[config.mk]
export PLATFORM = sky130hd
export DESIGN_NAME = plm_array
export DESIGN_NICKNAME = d
export VERILOG_FILES = /design/src/rtl/plm_array.sv
export SDC_FILE = /design/constraint.sdc
export NUM_CORES = 2
export LEC_CHECK = 0
export ABC_CLOCK_PERIOD_IN_PS = 3660
export BUFFER_PORTS_ARGS = -buffer_cell sky130_fd_sc_hd__buf_4
export CAP_MARGIN = 30
export CORE_ASPECT_RATIO = 0.7
export CORE_UTILIZATION = 30
export CTS_CLUSTER_DIAMETER = 120
export DETAILED_ROUTE_END_ITERATION = 16
export REMOVE_ABC_BUFFERS = 1
export SLEW_MARGIN = 20
export SYNTH_ARGS = -nofsm -noshare
export SYNTH_HDL_FRONTEND = slang
export SYNTH_SLANG_ARGS = --single-unit
[constraint.sdc]
create_clock -name clk -period 3.66 [get_ports clk]
set_input_delay 0.183 -clock clk [delete_from_list [all_inputs] [get_ports clk]]
set_output_delay 0.183 -clock clk [all_outputs]
set_load 0.005 [all_outputs]
[src/rtl/plm_array.sv]
module plm_array #(
  parameter int NI   = 8,
  parameter int NO   = 8,
  parameter int TPC  = 8,
  parameter int SIGW = 64,
  localparam int NSIG  = NI + 1 + NO,
  localparam int RW    = 2 * NSIG,
  localparam int TROWS = TPC + 1,
  localparam int NROWS = NO * TROWS,
  localparam int AW    = $clog2(NROWS),
  localparam int CW    = $clog2(NO),
  localparam int HW    = SIGW / 2
) (
  input  logic          clk,
  input  logic          rst_n,
  input  logic [NI-1:0] in_pins,
  input  logic          pd_pin,
  input  logic          oe_n,
  input  logic          cfg_en,
  input  logic [2:0]    cfg_op,
  input  logic [AW-1:0] cfg_addr,
  input  logic [RW-1:0] cfg_wdata,
  output logic [NO-1:0] out_val,
  output logic [NO-1:0] out_oe,
  output logic [RW-1:0] cfg_rdata,
  output logic          cfg_rdok,
  output logic          cfg_err
);
  localparam logic [2:0] OP_ROW = 3'd0, OP_CELL = 3'd1, OP_GLB = 3'd2, OP_SIG = 3'd3;
  localparam logic [2:0] OP_LOCK = 3'd4, OP_PRE = 3'd5, OP_RDROW = 3'd6, OP_RDSIG = 3'd7;

  logic [RW-1:0]   rows [NROWS];
  logic [NO-1:0]   reg_q, mode_q, oes_q;
  logic [NI-1:0]   in_q;
  logic            pdp_q, oen_q, pden_q, sec_q;
  logic [SIGW-1:0] sig_q;
  logic [NROWS-1:0] term;
  logic [NO-1:0]   sum_v, pt_oe;
  logic [NSIG-1:0] lits;

  wire pd_act = pden_q & pd_pin;
  wire take   = cfg_en & ~pd_act;
  wire wr_op  = (cfg_op <= OP_PRE);
  wire wr_ok  = take & wr_op & ~sec_q;
  wire [NO-1:0] pval  = cfg_wdata[NO-1:0];
  wire [NO-1:0] pmask = cfg_wdata[2*NO-1:NO];

  assign lits = {reg_q, pdp_q & ~pden_q, in_q};

  genvar r, c;
  generate
    for (r = 0; r < NROWS; r++) begin : g_term
      assign term[r] = &((~rows[r][NSIG-1:0] | lits) & (~rows[r][RW-1:NSIG] | ~lits));
    end
    for (c = 0; c < NO; c++) begin : g_cell
      assign sum_v[c]   = |term[c*TROWS +: TPC];
      assign pt_oe[c]   = term[c*TROWS + TPC];
      assign out_val[c] = mode_q[c] ? ~reg_q[c] : ~sum_v[c];
      assign out_oe[c]  = (mode_q[c] & oes_q[c]) ? ~oen_q : pt_oe[c];
    end
  endgenerate

  always_ff @(posedge clk or negedge rst_n) begin
    if (!rst_n) begin
      for (int i = 0; i < NROWS; i++) rows[i] <= '0;
    end else if (wr_ok && cfg_op == OP_ROW && cfg_addr < AW'(NROWS)) begin
      rows[cfg_addr] <= cfg_wdata;
    end
  end

  always_ff @(posedge clk or negedge rst_n) begin
    if (!rst_n) begin
      reg_q     <= '0;
      mode_q    <= '1;
      oes_q     <= '0;
      in_q      <= '0;
      pdp_q     <= 1'b0;
      oen_q     <= 1'b1;
      pden_q    <= 1'b0;
      sec_q     <= 1'b0;
      sig_q     <= '0;
      cfg_err   <= 1'b0;
      cfg_rdata <= '0;
      cfg_rdok  <= 1'b0;
    end else if (!pd_act) begin
      in_q  <= in_pins;
      pdp_q <= pd_pin;
      oen_q <= oe_n;
      if (take && cfg_op == OP_PRE) begin
        if (!sec_q) reg_q <= (reg_q & ~pmask) | (pval & pmask);
      end else begin
        reg_q <= sum_v;
      end
      cfg_rdok <= 1'b0;
      if (take && wr_op && sec_q) cfg_err <= 1'b1;
      if (take && cfg_op == OP_RDROW) begin
        cfg_rdok  <= ~sec_q;
        cfg_rdata <= (sec_q || cfg_addr >= AW'(NROWS)) ? '0 : rows[cfg_addr];
      end
      if (take && cfg_op == OP_RDSIG) begin
        cfg_rdok  <= 1'b1;
        cfg_rdata <= RW'(cfg_addr[0] ? sig_q[SIGW-1:HW] : sig_q[HW-1:0]);
      end
      if (wr_ok) begin
        case (cfg_op)
          OP_CELL: if (cfg_addr < AW'(NO)) begin
            mode_q[cfg_addr[CW-1:0]] <= cfg_wdata[0];
            oes_q[cfg_addr[CW-1:0]]  <= cfg_wdata[1];
          end
          OP_GLB:  pden_q <= cfg_wdata[0];
          OP_SIG:  if (cfg_addr[0]) sig_q[SIGW-1:HW] <= cfg_wdata[HW-1:0];
                   else sig_q[HW-1:0] <= cfg_wdata[HW-1:0];
          OP_LOCK: sec_q <= 1'b1;
          default: ;
        endcase
      end
    end
  end

  AST_PD_REGS_FROZEN: assert property (@(posedge clk) disable iff (!rst_n)
    pd_act |=> $stable(reg_q));
  AST_PD_PINS_HELD: assert property (@(posedge clk) disable iff (!rst_n)
    pd_act |=> ($stable(out_val) && $stable(out_oe)));
  AST_LOCK_ONE_WAY: assert property (@(posedge clk) disable iff (!rst_n)
    sec_q |=> sec_q);
  AST_LOCKED_NO_VERIFY: assert property (@(posedge clk) disable iff (!rst_n)
    (take && cfg_op == OP_RDROW && sec_q) |=> (!cfg_rdok && cfg_rdata == '0));
  AST_LOCKED_NO_PRELOAD: assert property (@(posedge clk) disable iff (!rst_n)
    (take && cfg_op == OP_PRE && sec_q) |=> $stable(reg_q));
  AST_LOCKED_WRITE_FLAGS: assert property (@(posedge clk) disable iff (!rst_n)
    (take && wr_op && sec_q) |=> cfg_err);
  AST_ERR_STICKY: assert property (@(posedge clk) disable iff (!rst_n)
    cfg_err |=> cfg_err);
endmodule

==> flow_metrics.tcl <==
set metrics [dict create \
    crit_path_cell_trace "buf_12 -> buf_16 -> mux2i_1 -> nand4_1 -> nor4_4 -> buf_4 -> nand4_1 -> buf_6 -> nand4_1 -> nor4_4 -> mux2_4 -> buf_6" \
    drtAntennaViolNets 0 \
    worst_slack_ns -0.617 \
    hold_viol 0 \
    first_global_vias 102000 \
    max-vdd-ir-drop_v 0.000343 \
    drt_first_iter_violations 21300 \
    die-width_um 799 \
    fmaxAchievable_mhz 234 \
    num-nets-final 11100 \
    coreArea_mm2 0.442 \
    grt_start_max_net_pins 154 \
    critical_path.max_fanout 14 \
    place_ws_ns -0.332 \
    totalPowerFinal_w 0.0718 \
    hp-class "input port to register" \
    timing.critical_path.buf_inv 5 \
    io_pins 109 \
    cap_violations 0 \
    cpMaxStageDelayCell "sky130_fd_sc_hd__dfrtp_4" \
    synth_most_common_cell "sky130_fd_sc_hd__mux2_2" \
    cts-buffers-inserted 269 \
    setup_repair_after_global_routing_missed_its_margin "true" \
    cp_common_cell "sky130_fd_sc_hd__nand4_1" \
    grt_remaining_overflow 0 \
    netlist.top_cell.by_area "sky130_fd_sc_hd__dfrtp_1" \
    synth-seq-cells 2584 \
    syn_avg_cell_area_um2 12.7 \
    grt_pass1_wl_um 970000 \
    setup_violations 17 \
    synth.cells.most_frequent "sky130_fd_sc_hd__mux2_2, sky130_fd_sc_hd__dfrtp_1, sky130_fd_sc_hd__mux2i_1, sky130_fd_sc_hd__clkbuf_1, sky130_fd_sc_hd__nand2_1" \
    io_buffers 108 \
    routedWlPerCell_um 43.2 \
    finish.utilization 0.364 \
    drc_errors 0 \
    finish.instance_area_mm2 0.161 \
    syn-cell-area_mm2 0.134 \
    cell_type_group_with_the_largest_total_delay_on_the_critical_path "simple AND/OR/NAND/NOR gates" \
    placed_cell_area_mm2 0.147 \
    worst_slew_pin_slew_ns 1.31 \
    final_cycle_share 1.17 \
    slew_violations 0 \
    status "finished with violations" \
    vias_per_cell 6.48 \
    violations "negative setup slack" \
    tritoncts "done" \
    gp_congestion 1.06 \
    htree_num_levels 5 \
    clock_path_buffers 4 \
    synth_top_area_share 0.483 \
    detailedRoute.firstPassIterationCount 7 \
    fraction_of_layout_instances_using_a_drive_strength_above_1 0.439 \
    worst_slew_slack_as_a_fraction_of_its_limit 0.123 \
    groute.usage.overall 0.316 \
    slowest_delay_ns 0.47 \
    timing.critical_path.from_type "register" \
    startpoint_to_endpoint_class_of_the_critical_path "register to output pin" \
    sum_of_net_half_perimeters_after_detailed_placement_um 521000 \
    clock_latency_late_sink_ns 0.96 \
    dieHeight_um 560 \
    fin_hold_ws_ns 0.0265 \
    row_count 204 \
    synth_sequential_area_ratio 0.484 \
    routed-via-count 112000 \
    fin_skew_ns 0.0943 \
    timing.critical_path.to_type "output pin" \
    finalCriticalPeriod_ns 4.28 \
    die_area_mm2 0.448 \
    synth_edf_count 0 \
    synth_warnings 0 \
    finalWirelength_um 743000 \
    cp_data_arrival_time_ns 4.09 \
    synth_cell_types 84 \
    power.density_mw_per_mm2 446 \
    area.growth.synth_to_final_pct 20.5 \
    cp_data_required_time_ns 3.48 \
    synth_top_cells_by_area "sky130_fd_sc_hd__dfrtp_1, sky130_fd_sc_hd__mux2_2, sky130_fd_sc_hd__mux2i_1, sky130_fd_sc_hd__a221oi_1, sky130_fd_sc_hd__mux4_2" \
    path_clk_slew_ns 0.07 \
    initial_antenna_violation_count 106 \
    static-leakage-power_nw 76.8 \
    synth_async_sr_flop_share 1.00 \
    tritoncts_num_sinks 2584 \
    clock_root_buffer "sky130_fd_sc_hd__clkbuf_16" \
    initial_utilization 0.302 \
    synth_flop_cell "sky130_fd_sc_hd__dfrtp_1" \
    synth_cells 10500 \
]
-- where the power goes --
group	switching, W	leakage [nW]	internal [W]
logic	0.00836	36.4	0.00396
clock network	0.0130	4.50	0.0170
registers	0.000552	35.9	0.0289
total	0.0219	76.8	0.0499
-- path summary, 6_finish.rpt --
kind / endpoint / from / slack [ns] / depth (start not counted)
max: out_val[6] / register / -0.62 / 12
max in group asynchronous: rows[516] / rst_n / 2.42 / 4
min in group asynchronous: rows[47] / rst_n / 0.09 / 3
max reg2reg: cfg_rdata[20] / rows[1244] / -0.04 / 8
min reg2reg: sig_q[62] / sig_q[62] / 0.50 / 1
min: rows[2408] / cfg_wdata[28] / 0.03 / 2
-- flip-flops by register name, summed over array words and instances, names as in the netlist, named ones only --
name,flops
pdp_q,1
oen_q,1
oes_q,8
pden_q,1
rows,2448
mode_q,8
in_q,8
cfg_rdok,1
sig_q,64
sec_q,1
cfg_err,1
cfg_rdata,34
-- logic make-up after synthesis --
logic type,share of synthesized area
AOI/OAI and AO/OA,0.0908
muxes,0.336
DFF,0.484
buffers and inverters,0.0430
and+or+nand+nor,0.0457
-- what timing repair did --
action                                  in CTS  in global routing
endpoints found under the setup margin      17                 16
hold buffers                                44                  1
gates resized for setup                    298                189
buffers inserted                            95                122
hold endpoints to repair                  2642                  4
pin swaps                                   59                 87
gates cloned                                 8                 10
-- stage by stage --
step	TNS, ns	std cells
floorplan	-1878.80	9495
global placement	-0.981	16400
detailed placement	-0.806	16400
CTS	-3.77	17000
global route	-4.26	17200
finish	-4.76	17200
-- layout make-up --
type | instances | area (um2)
flip-flops and latches | 2584 | 64700
fillers | 43000 | 281000
clock buffers | 389 | 8000
repair buffers | 1326 | 14300
diodes | 44 | 110
inverters | 33 | 166
well taps | 5871 | 7350
multi-input cells | 6878 | 65100
clock inverters | 84 | 1140
-- cell usage in the layout, fill, tap and decap left out, drive strengths merged, types with 23 or more instances in the layout --
master       netlist  final
or4               23     23
a22o             105    105
nor4              46     46
a221o             62     62
dfrtp           2575   2575
dlygate4sd3        0     45
mux2i           1099   1099
mux4             112    112
nor3              34     34
o221ai            28     28
nand4            244    244
and2              27     27
a21oi            253    253
a31oi             71     71
o2111ai           43     43
nor2             275    275
clkinv             3     45
a211oi            38     38
nand3             68     68
buf              588   1269
nand2            379    379
nor2b             62     62
mux2            2784   2784
a222oi            26     26
a221oi           313    313
o22ai             49     49
diode              0     44
clkbuf           448    399
a22oi            277    277
a2111oi           30     30
o21ai            249    249
bufinv             0     24
o211ai            54     54
inv               30     39
-- per-layer routing --
metal	wire [um]	up-vias	GRT usage	part of all wire
li1	-	41000	-	-
met5	2020	-	0.0147	0.0027
met1	297000	59100	0.433	0.40
met4	31800	76	0.111	0.043
met3	152000	1500	0.227	0.21
met2	260000	9847	0.372	0.35
-- worst register-to-register path: cells and delay by family (launching register included) --
family / cells / cell delay [ns]
buf+inv: 2 / 0.84
compound gates: 4 / 1.61
simple gates: 1 / 0.05
mux: 1 / 0.66
flops: 1 / 0.40
No activity file was read; power rests on OpenSTA's default activity.
